`config.mk`:
```
export PLATFORM = sky130hd
export DESIGN_NAME = ctrl_enable_seq
export DESIGN_NICKNAME = d
export VERILOG_FILES = /design/src/rtl/ctrl_seq_pkg.sv /design/src/rtl/cfg_bank.sv /design/src/rtl/seq_fsm.sv /design/src/rtl/sd_track.sv /design/src/rtl/ctrl_enable_seq.sv
export SDC_FILE = /design/constraint.sdc
export NUM_CORES = 1
export LEC_CHECK = 0
export BUFFER_PORTS_ARGS = -buffer_cell sky130_fd_sc_hd__buf_2
export CORE_MARGIN = 5
export CORE_UTILIZATION = 50
export CTS_BUF_LIST = sky130_fd_sc_hd__clkbuf_8
export CTS_CLUSTER_DIAMETER = 100
export DETAILED_ROUTE_END_ITERATION = 6
export PLACE_DENSITY = 0.83
export SETUP_SLACK_MARGIN = 0.15
export SYNTH_ARGS = -nofsm -noshare
export SYNTH_HDL_FRONTEND = slang
export SYNTH_HIERARCHICAL = 1
export SYNTH_SLANG_ARGS = --single-unit
```
`constraint.sdc`:
```
create_clock -name clk -period 4.85 [get_ports clk]
set_input_delay 0.2425 -clock clk [delete_from_list [all_inputs] [get_ports clk]]
set_output_delay 0.2425 -clock clk [all_outputs]
set_load 0.02 [all_outputs]
```
`src/rtl/ctrl_seq_pkg.sv`:
```
package ctrl_seq_pkg;
   typedef enum logic [2:0] {
      ST_OFF   = 3'd0,
      ST_WAKE  = 3'd1,
      ST_LIVE  = 3'd2,
      ST_DRAIN = 3'd3,
      ST_FAULT = 3'd4
   } seq_state_e;

   localparam logic [1:0] SD_NONE = 2'b00;
   localparam logic [1:0] SD_BUSY = 2'b01;
   localparam logic [1:0] SD_DONE = 2'b10;

   localparam int EN_BIT   = 0;
   localparam int SDR_LO   = 1;
   localparam int FIELD_LO = 3;
endpackage

```
`src/rtl/cfg_bank.sv`:
```
module cfg_bank
   import ctrl_seq_pkg::*;
#(
   parameter int CFG_W  = 16,
   parameter int QSZ_W  = 12,
   parameter int ADDR_W = 32,
   localparam int ACT_W = CFG_W - FIELD_LO
) (
   input  logic                 clk,
   input  logic                 rst_n,
   input  logic                 bus_rst,
   input  logic                 cfg_we,
   input  logic [CFG_W-1:0]     cfg_wd,
   input  logic                 size_we,
   input  logic [2*QSZ_W-1:0]   size_wd,
   input  logic                 sqb_we,
   input  logic [ADDR_W-1:0]    sqb_wd,
   input  logic                 cqb_we,
   input  logic [ADDR_W-1:0]    cqb_wd,
   input  logic                 take,
   output logic [CFG_W-1:0]     cfg_q,
   output logic [ACT_W-1:0]     act_q,
   output logic [2*QSZ_W-1:0]   size_q,
   output logic [ADDR_W-1:0]    sqb_q,
   output logic [ADDR_W-1:0]    cqb_q
);

   // configuration word: settings are frozen while enable is set
   always_ff @(posedge clk or negedge rst_n) begin
      if (!rst_n) begin
         cfg_q <= '0;
      end else if (bus_rst) begin
         cfg_q <= '0;
      end else if (cfg_we) begin
         if (cfg_q[EN_BIT])
            cfg_q <= {cfg_q[CFG_W-1:FIELD_LO], cfg_wd[FIELD_LO-1:0]};
         else
            cfg_q <= cfg_wd;
      end
   end

   // settings in force, captured only on an accepted enable
   always_ff @(posedge clk or negedge rst_n) begin
      if (!rst_n)    act_q <= '0;
      else if (take) act_q <= cfg_q[CFG_W-1:FIELD_LO];
   end

   // admin setup registers: no controller reset path reaches them
   always_ff @(posedge clk or negedge rst_n) begin
      if (!rst_n) begin
         size_q <= '0;
         sqb_q  <= '0;
         cqb_q  <= '0;
      end else begin
         if (size_we) size_q <= size_wd;
         if (sqb_we)  sqb_q  <= sqb_wd;
         if (cqb_we)  cqb_q  <= cqb_wd;
      end
   end

   AST_CFG_LOCKED: assert property (@(posedge clk) disable iff (!rst_n)
      ($past(cfg_q[EN_BIT]) && !$past(bus_rst)) |->
      (cfg_q[CFG_W-1:FIELD_LO] == $past(cfg_q[CFG_W-1:FIELD_LO])));

   AST_ADMIN_KEPT: assert property (@(posedge clk) disable iff (!rst_n)
      (!$past(size_we) && !$past(sqb_we) && !$past(cqb_we)) |->
      ($stable(size_q) && $stable(sqb_q) && $stable(cqb_q)));

endmodule

```
`src/rtl/seq_fsm.sv`:
```
module seq_fsm
   import ctrl_seq_pkg::*;
#(
   parameter int QSZ_W = 12,
   parameter int DLY_W = 8
) (
   input  logic             clk,
   input  logic             rst_n,
   input  logic             bus_rst,
   input  logic             en,
   input  logic [QSZ_W-1:0] sq_sz,
   input  logic [QSZ_W-1:0] cq_sz,
   input  logic [DLY_W-1:0] dly,
   input  logic             eng_idle,
   output logic             take,
   output logic             ctl_rst,
   output logic             live,
   output logic             rdy,
   output logic             fault,
   output logic             drain,
   output logic             flush
);

   seq_state_e       st, nst;
   logic [DLY_W-1:0] cnt;
   logic             flush_q;

   always_comb begin
      nst     = st;
      take    = 1'b0;
      ctl_rst = 1'b0;
      if (bus_rst) begin
         nst     = ST_OFF;
         ctl_rst = 1'b1;
      end else begin
         unique case (st)
            ST_OFF: if (en) begin
               if (sq_sz == '0 || cq_sz == '0) begin
                  nst = ST_FAULT;
               end else begin
                  nst  = ST_WAKE;
                  take = 1'b1;
               end
            end
            ST_WAKE: if (!en) begin
               nst     = ST_OFF;
               ctl_rst = 1'b1;
            end else if (cnt == dly) begin
               nst = ST_LIVE;
            end
            ST_LIVE: if (!en) nst = ST_DRAIN;
            ST_DRAIN: if (eng_idle) begin
               nst     = ST_OFF;
               ctl_rst = 1'b1;
            end
            ST_FAULT: if (!en) begin
               nst     = ST_OFF;
               ctl_rst = 1'b1;
            end
            default: nst = ST_OFF;
         endcase
      end
   end

   always_ff @(posedge clk or negedge rst_n) begin
      if (!rst_n) begin
         st      <= ST_OFF;
         cnt     <= '0;
         flush_q <= 1'b0;
      end else begin
         st      <= nst;
         flush_q <= ctl_rst;
         cnt     <= (st == ST_WAKE && nst == ST_WAKE) ? cnt + 1'b1 : '0;
      end
   end

   assign live  = (st == ST_LIVE);
   assign rdy   = (st == ST_LIVE) || (st == ST_DRAIN);
   assign fault = (st == ST_FAULT);
   assign drain = (st == ST_DRAIN);
   assign flush = flush_q;

   AST_RDY_DROP_IDLE: assert property (@(posedge clk) disable iff (!rst_n)
      $fell(rdy) |-> ($past(eng_idle) || $past(bus_rst)));

   AST_DRAIN_HOLD: assert property (@(posedge clk) disable iff (!rst_n)
      (drain && !eng_idle && !bus_rst) |=> (drain && rdy));

   AST_FAULT_CAUSE: assert property (@(posedge clk) disable iff (!rst_n)
      $rose(fault) |-> ($past(sq_sz) == '0 || $past(cq_sz) == '0));

   AST_RDY_NEEDS_EN: assert property (@(posedge clk) disable iff (!rst_n)
      $rose(rdy) |-> $past(en));

endmodule

```
`src/rtl/sd_track.sv`:
```
module sd_track
   import ctrl_seq_pkg::*;
#(
   parameter bit ABRUPT_SKIPS_DRAIN = 1'b1
) (
   input  logic       clk,
   input  logic       rst_n,
   input  logic       clr,
   input  logic       live,
   input  logic [1:0] sd_req,
   input  logic       eng_idle,
   output logic [1:0] sd_status
);

   logic abr_q;
   logic done_ok;

   generate
      if (ABRUPT_SKIPS_DRAIN) begin : g_abrupt_fast
         assign done_ok = abr_q | eng_idle;
      end else begin : g_abrupt_waits
         assign done_ok = eng_idle;
      end
   endgenerate

   always_ff @(posedge clk or negedge rst_n) begin
      if (!rst_n) begin
         sd_status <= SD_NONE;
         abr_q     <= 1'b0;
      end else if (clr) begin
         sd_status <= SD_NONE;
         abr_q     <= 1'b0;
      end else begin
         case (sd_status)
            SD_NONE: if (live && sd_req != 2'b00) begin
               sd_status <= SD_BUSY;
               abr_q     <= sd_req[1];
            end
            SD_BUSY: if (done_ok) sd_status <= SD_DONE;
            default: ;
         endcase
      end
   end

   AST_SD_ORDER: assert property (@(posedge clk) disable iff (!rst_n)
      (sd_status == SD_DONE) |-> ($past(sd_status) != SD_NONE));

   AST_SD_NORMAL_IDLE: assert property (@(posedge clk) disable iff (!rst_n)
      ($past(sd_status) == SD_BUSY && sd_status == SD_DONE && !$past(abr_q))
      |-> $past(eng_idle));

   AST_SD_LEGAL: assert property (@(posedge clk) disable iff (!rst_n)
      sd_status != 2'b11);

endmodule

```
`src/rtl/ctrl_enable_seq.sv`:
```
module ctrl_enable_seq
   import ctrl_seq_pkg::*;
#(
   parameter int CFG_W  = 16,
   parameter int QSZ_W  = 12,
   parameter int ADDR_W = 32,
   parameter int DLY_W  = 8,
   parameter bit ABRUPT_SKIPS_DRAIN = 1'b1,
   localparam int ACT_W = CFG_W - FIELD_LO
) (
   input  logic                clk,
   input  logic                rst_n,
   input  logic                bus_rst,
   input  logic                cfg_we,
   input  logic [CFG_W-1:0]    cfg_wd,
   input  logic                adm_size_we,
   input  logic [2*QSZ_W-1:0]  adm_size_wd,
   input  logic                sq_base_we,
   input  logic [ADDR_W-1:0]   sq_base_wd,
   input  logic                cq_base_we,
   input  logic [ADDR_W-1:0]   cq_base_wd,
   input  logic [DLY_W-1:0]    rdy_dly,
   input  logic                eng_idle,
   output logic [CFG_W-1:0]    cfg_q,
   output logic [ACT_W-1:0]    act_cfg,
   output logic [2*QSZ_W-1:0]  adm_size_q,
   output logic [ADDR_W-1:0]   sq_base_q,
   output logic [ADDR_W-1:0]   cq_base_q,
   output logic                ready,
   output logic                fatal,
   output logic [1:0]          sd_status,
   output logic                drain_req,
   output logic                ioq_flush
);

   generate
      if (CFG_W < FIELD_LO + 1) begin : g_bad_cfg_w
         $error("CFG_W must leave at least one settings bit");
      end
      if (QSZ_W < 2) begin : g_bad_qsz_w
         $error("QSZ_W must be at least 2");
      end
      if (DLY_W < 1) begin : g_bad_dly_w
         $error("DLY_W must be at least 1");
      end
   endgenerate

   logic take, ctl_rst, live, fsm_drain;

   cfg_bank #(.CFG_W(CFG_W), .QSZ_W(QSZ_W), .ADDR_W(ADDR_W)) u_bank (
      .clk     (clk),
      .rst_n   (rst_n),
      .bus_rst (bus_rst),
      .cfg_we  (cfg_we),
      .cfg_wd  (cfg_wd),
      .size_we (adm_size_we),
      .size_wd (adm_size_wd),
      .sqb_we  (sq_base_we),
      .sqb_wd  (sq_base_wd),
      .cqb_we  (cq_base_we),
      .cqb_wd  (cq_base_wd),
      .take    (take),
      .cfg_q   (cfg_q),
      .act_q   (act_cfg),
      .size_q  (adm_size_q),
      .sqb_q   (sq_base_q),
      .cqb_q   (cq_base_q)
   );

   seq_fsm #(.QSZ_W(QSZ_W), .DLY_W(DLY_W)) u_fsm (
      .clk      (clk),
      .rst_n    (rst_n),
      .bus_rst  (bus_rst),
      .en       (cfg_q[EN_BIT]),
      .sq_sz    (adm_size_q[QSZ_W-1:0]),
      .cq_sz    (adm_size_q[2*QSZ_W-1:QSZ_W]),
      .dly      (rdy_dly),
      .eng_idle (eng_idle),
      .take     (take),
      .ctl_rst  (ctl_rst),
      .live     (live),
      .rdy      (ready),
      .fault    (fatal),
      .drain    (fsm_drain),
      .flush    (ioq_flush)
   );

   sd_track #(.ABRUPT_SKIPS_DRAIN(ABRUPT_SKIPS_DRAIN)) u_sd (
      .clk       (clk),
      .rst_n     (rst_n),
      .clr       (ctl_rst),
      .live      (live),
      .sd_req    (cfg_q[SDR_LO+1:SDR_LO]),
      .eng_idle  (eng_idle),
      .sd_status (sd_status)
   );

   assign drain_req = fsm_drain | (sd_status == SD_BUSY);

   AST_FLUSH_ONE_SHOT: assert property (@(posedge clk) disable iff (!rst_n)
      (ioq_flush && !bus_rst) |=> !ioq_flush);

   AST_BUS_RST_CLEARS: assert property (@(posedge clk) disable iff (!rst_n)
      $past(bus_rst) |-> (!ready && !fatal && sd_status == SD_NONE && cfg_q == '0
                          && ioq_flush));

endmodule

```
==> impl_metrics.py, run 1 <==
metrics = {
    "outcome": {
        "status": "finished, final reports clean",
    },
    "floorplanning": {
        "num_io_pins": 243,
        "core-area_sq_mm": 0.0114,
        "die_h_um": 118,
        "dieWidth_um": 118,
        "die_area_sq_mm": 0.0139,
        "start_util_pct": 51.1,
        "placementRows": 39,
    },
    "yosys": {
        "ys_ff_latch": 132,
        "synth_largest_area_cell": "dfrtp_1",
        "synth.top_cell.area_share_pct": 56.7,
        "synth_cell_types": 40,
        "yosysWarnings": 6,
        "synthFlopType": "dfrtp_1",
        "synth_area_leaders": "dfrtp_1 57%, mux2_4 21%, mux2_2 4.1%",
        "syn_nets": 497,
        "synth_most_common_cell": "dfrtp_1",
        "syn_inst": 376,
        "synth_edf_count": 0,
        "seq_area_frac_synth_pct": 56.7,
        "synth-async-reset-ratio_pct": 100,
        "syn_area_sq_mm": 0.00583,
        "netlist_top_cells_count": "132 x dfrtp_1, 80 x mux2_4, 21 x mux2_2",
        "synth_area_per_cell_sq_um": 15.5,
    },
    "power": {
        "p_switching_uw": 793,
        "comb_power_share_pct": 19.3,
        "leakagePower_nw": 4.00,
        "p_seq_share_pct": 45.9,
        "power.density_mw_per_mm2": 356,
        "pwr-share-clk_pct": 34.8,
        "internal-power_mw": 1.97,
        "irDropWorstVdd_v": 0.000242,
        "switching_share_pct": 28.7,
    },
    "grt": {
        "grt_pass1_wl_um": 23300,
        "antenna_found_initial": 0,
        "grt.overflow.total": 0,
        "grt_max_degree": 80,
        "grt_pass1_vias": 4548,
        "grtUsageTotal_pct": 21.0,
    },
    "routing": {
        "vias": 4118,
        "drt_iter0_drc": 261,
        "detail_route.wl_per_cell_um": 17.8,
        "antenna_left": 0,
        "viasPerCell": 5.12,
        "drc_errors": 0,
        "dr.pass1.iters": 4,
        "wl_um": 14300,
    },
    "finish": {
        "area_delta_synth_final_pct": 32.8,
        "n_fill_cell": 815,
        "final_cells": 804,
        "diodes": 0,
        "drive_gt1_share_pct": 59.0,
        "nets": 769,
    },
    "placed_design": {
        "place_hpwl_um": 10300,
        "post-place-ws_ns": 2.22,
        "place.gp.congestion": 0.784,
        "port_buffers": 242,
        "place_inst": 743,
    },
    "critical_path": {
        "start_kind": "flop",
        "cp.required_ns": 5.17,
        "cp-startpoint": "u_bank/cfg_q[0]$_DFFE_PN0P_",
        "cp_max_fo": 20,
        "end_kind": "flop",
        "path_class": "reg -> reg",
        "cp.arrival_ns": 2.99,
        "timing.rr.start": "u_bank/cfg_q[0]$_DFFE_PN0P_",
    },
    "worst_hold_path": {
        "min-delay-start": "adm_size_wd[14]",
        "hp-class": "in -> reg",
    },
    "sta": {
        "period_share_pct": 54.9,
        "max-slew-margin-rel_pct": 26.5,
        "rsz0062_at_grt": "false",
        "tightestPinTransition_ns": 1.10,
        "hold_viol": 0,
        "max_freq_mhz": 375,
        "slew_violations": 0,
        "worst_slack_ns": 2.19,
        "setup_viol": 0,
        "finalCriticalPeriod_ns": 2.66,
        "setup_tns_ns": 0,
        "skew_ns": 0.0119,
    },
    "clocking": {
        "cts_tree": "built",
        "post_cts_buffers": 0,
        "root_buffer": "clkbuf_8",
        "clock_latency_ns": 0.44,
        "clkTransAtPathRegs_ns": 0.08,
        "h-tree-depth": 4,
        "clock_path_buffers": 2,
        "ctsResizeCount": 0,
        "clkSinkCount": 132,
        "hold_buffers": 29,
        "cts_buffers": 17,
    },
    "job": {
        "max_cap_viol_count": 0,
    },
}
==> power by group through the flow <==
stage,clock network [mW],logic (mW),registers (mW)
after detailed placement,0,0.518,1.28
after CTS,0.985,0.538,1.27
after global routing,1.04,0.567,1.28
after floorplan,0,0.195,1.40
final,0.959,0.533,1.27
after global placement,0,0.506,1.28
==> final cells by class <==
cell class                 count  area (sq um)  area share (%)
sequential                   132          3300            42.7
multi-input combinational    220          2320            29.9
clock inverter                15           181            2.34
inverter                       5          18.8           0.242
clock buffer                  17           234            3.02
timing repair buffer         272          1510            19.5
tap                          143           179            2.31
==> metal layers <==
| metal | up-vias | global-route usage, % | part of all wire, % |
|---|---|---|---|
| li1 | 1877 | - | - |
| met1 | 2011 | 24.7 | 40 |
| met2 | 186 | 34.5 | 49 |
| met3 | 44 | 6.92 | 7.0 |
| met4 | 0 | 10.3 | 3.4 |
| met5 | - | 0 | 0 |
==> cell usage in the layout, fill, tap and decap left out, types with 3 or more instances in the layout <==
cell type	count
buf_2	241
mux2_2	21
nand4bb_1	14
xor2_1	13
inv_1	6
nand2_1	3
o21ai_2	10
clkbuf_8	17
inv_6	4
nand3_1	7
nor2_1	16
nor4_1	6
clkinvlp_4	4
dlygate4sd3_1	29
dfrtp_1	132
bufinv_16	3
nand2b_1	14
a21oi_1	6
mux2i_1	3
o21ai_0	4
mux2_4	80
==> worst paths after layout <==
check | slack [ns] | to | cells after the start
max | 2.19 | u_bank/act_q[6]$_DFFE_PN0P_ | 4
min | 0.04 | u_bank/size_q[14]$_DFFE_PN0P_ | 2
max reg2reg | 2.19 | u_bank/act_q[6]$_DFFE_PN0P_ | 4
min reg2reg | 0.50 | u_bank/act_q[11]$_DFFE_PN0P_ | 1
max in group asynchronous | 3.12 | u_bank/sqb_q[13]$_DFFE_PN0P_ | 3
min in group asynchronous | 0.50 | u_bank/act_q[12]$_DFFE_PN0P_ | 2
==> cell families (layout without fill, tap and decap cells) <==
| group | Yosys count | after routing | synth area share (%) |
|---|---|---|---|
| flip-flops | 132 | 132 | 56.7 |
| multiplexers | 104 | 104 | 25.2 |
| AND/OR/NAND/NOR | 73 | 73 | 8.78 |
| AO/OA/AOI/OAI | 28 | 28 | 3.45 |
| buffers and inverters | 24 | 309 | 3.63 |
| XOR/XNOR | 14 | 14 | 2.10 |
| adder cells (fa/ha/maj) | 1 | 1 | 0.215 |
==> metrics by stage <==
stage          area [sq um]  util (%)  hold WS (ns)  total power [mW]
6_report               7740      67.8        0.0363              2.76
5_1_grt                7740      67.8      0.000207              2.89
4_1_cts                7740      67.8     0.0000602              2.79
3_5_place_dp           7040      61.6         0.462              1.80
3_3_place_gp           7040      61.6         0.435              1.78
2_1_floorplan          5830         -       -0.0531              1.60
==> state kept, by name, indices dropped and copies added (netlist names) <==
register        cells
u_bank/size_q      24
u_fsm/st            3
u_fsm/cnt           8
u_bank/act_q       13
u_sd/abr_q          1
u_fsm/flush         1
u_sd/sd_status      2
u_bank/cfg_q       16
u_bank/cqb_q       32
u_bank/sqb_q       32
==> worst max-delay path, stage by stage (launching register included) <==
cell     delay (ns)
dfrtp_1        0.65
inv_1          0.11
or4_1          0.50
nor2_1         0.87
mux2_2         0.43
Note: power is estimated with default switching activity, not from simulation.
==> inputs of run 2 (changes only) <==
--- a/config.mk
+++ b/config.mk
@@ -7,11 +7,11 @@
 export LEC_CHECK = 0
 export BUFFER_PORTS_ARGS = -buffer_cell sky130_fd_sc_hd__buf_2
 export CORE_MARGIN = 5
-export CORE_UTILIZATION = 50
+export CORE_UTILIZATION = 45
 export CTS_BUF_LIST = sky130_fd_sc_hd__clkbuf_8
 export CTS_CLUSTER_DIAMETER = 100
 export DETAILED_ROUTE_END_ITERATION = 6
-export PLACE_DENSITY = 0.83
+export PLACE_DENSITY = 0.79
 export SETUP_SLACK_MARGIN = 0.15
 export SYNTH_ARGS = -nofsm -noshare
 export SYNTH_HDL_FRONTEND = slang
==> constraint.sdc (replaced) <==
create_clock -name clk -period 2.3 [get_ports clk]
set_input_delay 0.115 -clock clk [delete_from_list [all_inputs] [get_ports clk]]
set_output_delay 0.115 -clock clk [all_outputs]
set_load 0.02 [all_outputs]
==> impl_metrics.py, run 2 (synthesized netlist as in run 1, its figures left out) <==
metrics = {
    "outcome": {
        "status": "finished, final reports clean",
    },
    "critical_path": {
        "end_kind": "flop",
        "cp.arrival_ns": 2.22,
        "rrSetupSlack_ns": 0.40,
        "r2r_end": "u_bank/act_q[0]$_DFFE_PN0P_",
        "path_class": "reg -> reg",
        "start_kind": "flop",
        "r2r_cells": 4,
        "cp.required_ns": 2.62,
        "cp-startpoint": "u_fsm/st[0]$_DFF_PN0_",
        "timing.rr.start": "u_fsm/st[0]$_DFF_PN0_",
        "cp_max_fo": 13,
    },
    "power": {
        "p_switching_mw": 1.64,
        "comb_power_share_pct": 21.3,
        "internal-power_mw": 4.25,
        "switching_share_pct": 27.8,
        "power.density_mw_per_mm2": 684,
        "p_seq_share_pct": 45.4,
        "irDropWorstVdd_v": 0.000431,
        "leakagePower_nw": 4.37,
        "pwr-share-clk_pct": 33.3,
    },
    "finish": {
        "mostFrequentLayoutCell": "buf_2",
        "mostFrequentLayoutCells": "241 x buf_2, 132 x dfrtp_1, 107 x dlygate4sd3_1",
        "drive_gt1_share_pct": 53.0,
        "n_fill_cell": 871,
        "fin_area_sq_mm": 0.00861,
        "nets": 853,
        "area_delta_synth_final_pct": 47.7,
        "reg.largest.list": "u_bank/cqb_q x32, u_bank/sqb_q x32, u_bank/size_q x24",
        "final_core_util_pct": 68.0,
    },
    "clocking": {
        "clkTransAtPathRegs_ns": 0.07,
        "clkSinkCount": 132,
        "clock_path_buffers": 2,
        "cts_tree": "built",
        "cts_buffers": 17,
        "clock_latency_ns": 0.44,
        "post_cts_buffers": 0,
        "root_buffer": "clkbuf_8",
        "h-tree-depth": 4,
    },
    "floorplanning": {
        "die_h_um": 124,
        "num_io_pins": 243,
        "placementRows": 41,
        "core-area_sq_mm": 0.0127,
        "start_util_pct": 46.0,
        "die_area_sq_mm": 0.0153,
        "dieWidth_um": 124,
    },
    "routing": {
        "dr.pass1.iters": 4,
        "drt_iter0_drc": 280,
        "wl_um": 16900,
        "antenna_left": 0,
        "vias": 4504,
        "viasPerCell": 4.91,
        "drc_errors": 0,
        "detail_route.wl_per_cell_um": 18.4,
    },
    "sta": {
        "hold_viol": 0,
        "setup_viol": 0,
        "setup_tns_ns": 0,
        "max-slew-margin-rel_pct": 51.3,
        "tightestPinTransition_ns": 0.730,
        "period_share_pct": 82.6,
        "skew_ns": 0.00958,
        "worst_slack_ns": 0.401,
        "max_freq_mhz": 527,
        "slew_violations": 0,
        "rsz0062_at_grt": "false",
        "finalCriticalPeriod_ns": 1.90,
    },
    "worst_hold_path": {
        "min-delay-start": "eng_idle",
        "hp-class": "in -> reg",
        "hold_depth": 4,
        "hold_end": "u_fsm/st[1]$_DFF_PN0_",
    },
    "placed_design": {
        "placed_area_sq_mm": 0.00713,
        "port_buffers": 242,
        "place.gp.congestion": 0.899,
        "place_hpwl_um": 10700,
        "post-place-ws_ns": 0.411,
    },
    "grt": {
        "grt_max_degree": 80,
        "antenna_found_initial": 1,
        "grt_pass1_vias": 4961,
        "grtUsageTotal_pct": 22.3,
        "grt.overflow.total": 0,
        "grt_pass1_wl_um": 26000,
    },
    "job": {
        "max_cap_viol_count": 0,
    },
}
run 2: power by group through the flow:
stage                     Sequential [mW]  Clock (mW)  Combinational [mW]
after global routing                 2.70        2.12                1.34
final                                2.67        1.96                1.26
after detailed placement             2.70           0                1.11
after global placement               2.70           0                1.08
after CTS                            2.67        2.03                1.25
after floorplan                      2.96           0               0.411
run 2: cell type report:
cell class | instances | area [sq um] | area share (%)
flip-flops and latches | 132 | 3300 | 38.3
clock inverters | 10 | 105 | 1.22
diodes | 1 | 2.50 | 0.0291
repair buffers | 356 | 2350 | 27.3
inverters | 5 | 18.8 | 0.218
clock buffers | 22 | 303 | 3.52
multi-input cells | 220 | 2320 | 26.9
well taps | 172 | 215 | 2.50
run 2: timing repair:
action                     in CTS  in global routing
setup endpoints to repair       0                  0
resized for setup               0                  0
hold endpoints to repair      237                  0
hold buffers                  107                  0
run 2: critical path: stages (launching register included):
cell     delay, ns
dfrtp_1       0.42
or4_1         0.61
nor2_1        0.15
buf_4         0.24
mux2_2        0.36
run 2: worst max-delay path by stage:
stage	end	slack (ns)	cells after the start
global placement	u_bank/act_q[4]$_DFFE_PN0P_	0.47	4
finish	u_bank/act_q[0]$_DFFE_PN0P_	0.40	4
detailed placement	u_bank/act_q[9]$_DFFE_PN0P_	0.41	4
floorplan	u_bank/act_q[10]$_DFFE_PN0P_	0.32	5
global route	u_bank/act_q[0]$_DFFE_PN0P_	0.32	4
CTS	u_bank/act_q[0]$_DFFE_PN0P_	0.40	4
run 2: layer usage:
layer	routed length (um)	vias up	global-route usage, %	part of all wire [%]
li1	-	2040	-	-
met1	6700	2218	26.7	40
met2	8410	214	37.5	50
met3	1410	30	6.72	8.3
met4	326	2	9.00	1.9
met5	20	-	0	0.12
run 2: metrics by stage:
stage	std cells	hold WS, ns	power [mW]
2_1_floorplan	376	-0.181	3.37
3_3_place_gp	778	-0.0816	3.78
3_5_place_dp	778	-0.0782	3.81
4_1_cts	917	0.00799	5.95
5_1_grt	917	0.0484	6.15
6_report	918	0.0434	5.89
==> inputs of run 3 (changes only) <==
--- a/config.mk
+++ b/config.mk
@@ -7,11 +7,11 @@
 export LEC_CHECK = 0
 export BUFFER_PORTS_ARGS = -buffer_cell sky130_fd_sc_hd__buf_2
 export CORE_MARGIN = 5
-export CORE_UTILIZATION = 45
+export CORE_UTILIZATION = 50
 export CTS_BUF_LIST = sky130_fd_sc_hd__clkbuf_8
 export CTS_CLUSTER_DIAMETER = 100
 export DETAILED_ROUTE_END_ITERATION = 6
-export PLACE_DENSITY = 0.79
+export PLACE_DENSITY = 0.83
 export SETUP_SLACK_MARGIN = 0.15
 export SYNTH_ARGS = -nofsm -noshare
 export SYNTH_HDL_FRONTEND = slang
==> constraint.sdc (replaced) <==
create_clock -name clk -period 1.9 [get_ports clk]
set_input_delay 0.095 -clock clk [delete_from_list [all_inputs] [get_ports clk]]
set_output_delay 0.095 -clock clk [all_outputs]
set_load 0.02 [all_outputs]
==> impl_metrics.py, run 3 (synthesized netlist as in run 1, its figures left out) <==
metrics = {
    "critical_path": {
        "cp_top_family": "simple AND/OR/NAND/NOR gates",
        "cp_max_fo": 13,
        "cp.arrival_ns": 2.05,
        "path_class": "reg -> reg",
        "crit_chain": "nor4_1, nand3_2, nand2_2, nor2_4, buf_12, mux2_2",
        "rrSetupSlack_ns": 0.17,
        "start_kind": "flop",
        "critical_path.max_stage_delay_ns": 0.41,
        "cp_slowest_cell": "dfrtp_1",
        "cp_num_buf_inv": 1,
        "end_kind": "flop",
        "cp.required_ns": 2.22,
    },
    "clocking": {
        "clock_latency_ns": 0.43,
        "clkSinkCount": 132,
        "clock_path_buffers": 2,
        "clkTransAtPathRegs_ns": 0.08,
        "cts_buffers": 17,
        "cts_tree": "built",
        "root_buffer": "clkbuf_8",
        "h-tree-depth": 4,
    },
    "sta": {
        "setup_tns_ns": 0,
        "tightestPinTransition_ns": 0.755,
        "hold_viol": 0,
        "slew_violations": 0,
        "period_share_pct": 90.9,
        "rsz0062_at_grt": "false",
        "timing.hold.ws_ns": 0.0356,
        "setup_viol": 0,
        "skew_ns": 0.0105,
        "max_freq_mhz": 579,
        "max-slew-margin-rel_pct": 49.7,
        "finalCriticalPeriod_ns": 1.73,
        "worst_slack_ns": 0.172,
    },
    "floorplanning": {
        "dieWidth_um": 118,
        "core-area_sq_mm": 0.0114,
        "start_util_pct": 51.1,
        "die_area_sq_mm": 0.0139,
        "num_io_pins": 243,
        "placementRows": 39,
        "die_h_um": 118,
    },
    "routing": {
        "wl_met2_um": 8500,
        "vias": 4508,
        "drt_iter0_drc": 354,
        "antenna_left": 0,
        "drc_errors": 0,
        "detail_route.wl_per_cell_um": 19.0,
        "top_layer": "met4",
        "wl_met3_um": 1340,
        "dr.pass1.iters": 4,
        "viasPerCell": 5.05,
        "wl_um": 17000,
        "routedLengthMet1_um": 6730,
    },
    "grt": {
        "grt.overflow.total": 0,
        "grt_pass1_vias": 5122,
        "grt_pass1_wl_um": 27500,
        "antenna_found_initial": 1,
        "grt_max_degree": 70,
        "grtUsageTotal_pct": 24.9,
    },
    "outcome": {
        "status": "finished, final reports clean",
    },
    "power": {
        "leakagePower_nw": 4.42,
        "power.density_mw_per_mm2": 847,
        "irDropWorstVdd_v": 0.000627,
    },
    "finish": {
        "multiInputGateArea_sq_mm": 0.00236,
        "seqCellArea_sq_mm": 0.00331,
        "final_cells": 892,
        "drive_gt1_share_pct": 54.4,
        "mostFrequentLayoutCells": "241 x buf_2, 130 x dfrtp_1, 107 x dlygate4sd3_1",
        "mostFrequentLayoutCell": "buf_2",
        "area_delta_synth_final_pct": 49.8,
        "nets": 856,
        "n_fill_cell": 647,
        "reg.largest.list": "u_bank/cqb_q x32, u_bank/sqb_q x32, u_bank/size_q x24",
    },
    "placed_design": {
        "place_hpwl_um": 10300,
        "port_buffers": 242,
        "place.gp.congestion": 0.835,
        "post-place-ws_ns": 0.158,
        "place_inst": 749,
    },
    "job": {
        "max_cap_viol_count": 0,
    },
    "worst_hold_path": {
        "hp-class": "in -> async",
    },
}
run 3: path summary, 6_finish.rpt:
| kind | start | endpoint | cells after the start |
|---|---|---|---|
| min reg2reg | u_bank/sqb_q[18]$_DFFE_PN0P_ | u_bank/sqb_q[18]$_DFFE_PN0P_ | 1 |
| max in group asynchronous | rst_n | u_bank/sqb_q[14]$_DFFE_PN0P_ | 3 |
| max reg2reg | u_bank/size_q[13]$_DFFE_PN0P_ | u_bank/act_q[5]$_DFFE_PN0P_ | 6 |
| max | u_bank/size_q[13]$_DFFE_PN0P_ | u_bank/act_q[5]$_DFFE_PN0P_ | 6 |
| min in group clk | cfg_we | u_bank/cfg_q[9]$_DFFE_PN0P_ | 3 |
| min | rst_n | u_bank/act_q[1]$_DFFE_PN0P_ | 2 |
run 3: routing by layer:
metal | track usage, % | vias up
met5 | 0 | -
met4 | 9.32 | 0
met3 | 8.65 | 34
met2 | 42.3 | 218
met1 | 28.9 | 2196
li1 | - | 2060
run 3: cell type report:
cell class | instances | area share [%]
clock inverters | 13 | 2.09
diodes | 1 | 0.0286
flip-flops and latches | 132 | 37.8
well taps | 143 | 2.05
repair buffers | 359 | 27.7
clock buffers | 19 | 2.99
multi-input cells | 220 | 27.0
inverters | 5 | 0.215
run 3: what timing repair did:
item	4_1_cts	5_1_grt
endpoints found under the setup margin	3	14
resized for setup	0	7
hold buffers	107	0
hold endpoints to repair	239	0
pin swaps	0	2
buffers inserted	1	2
run 3: metrics by stage:
stage	utilization [%]	power, mW	instance area [sq um]
2_1_floorplan	-	4.08	5850
3_3_place_gp	62.7	4.58	7160
3_5_place_dp	62.7	4.63	7160
5_1_grt	76.5	7.71	8730
6_report	76.5	7.40	8730
4_1_cts	76.0	7.42	8680
run 3: power by group:
part / total (mW) / switching [mW] / internal (mW)
Sequential: 3.25 / 0.184 / 3.06
Clock: 2.59 / 1.10 / 1.50
Combinational: 1.55 / 0.780 / 0.773
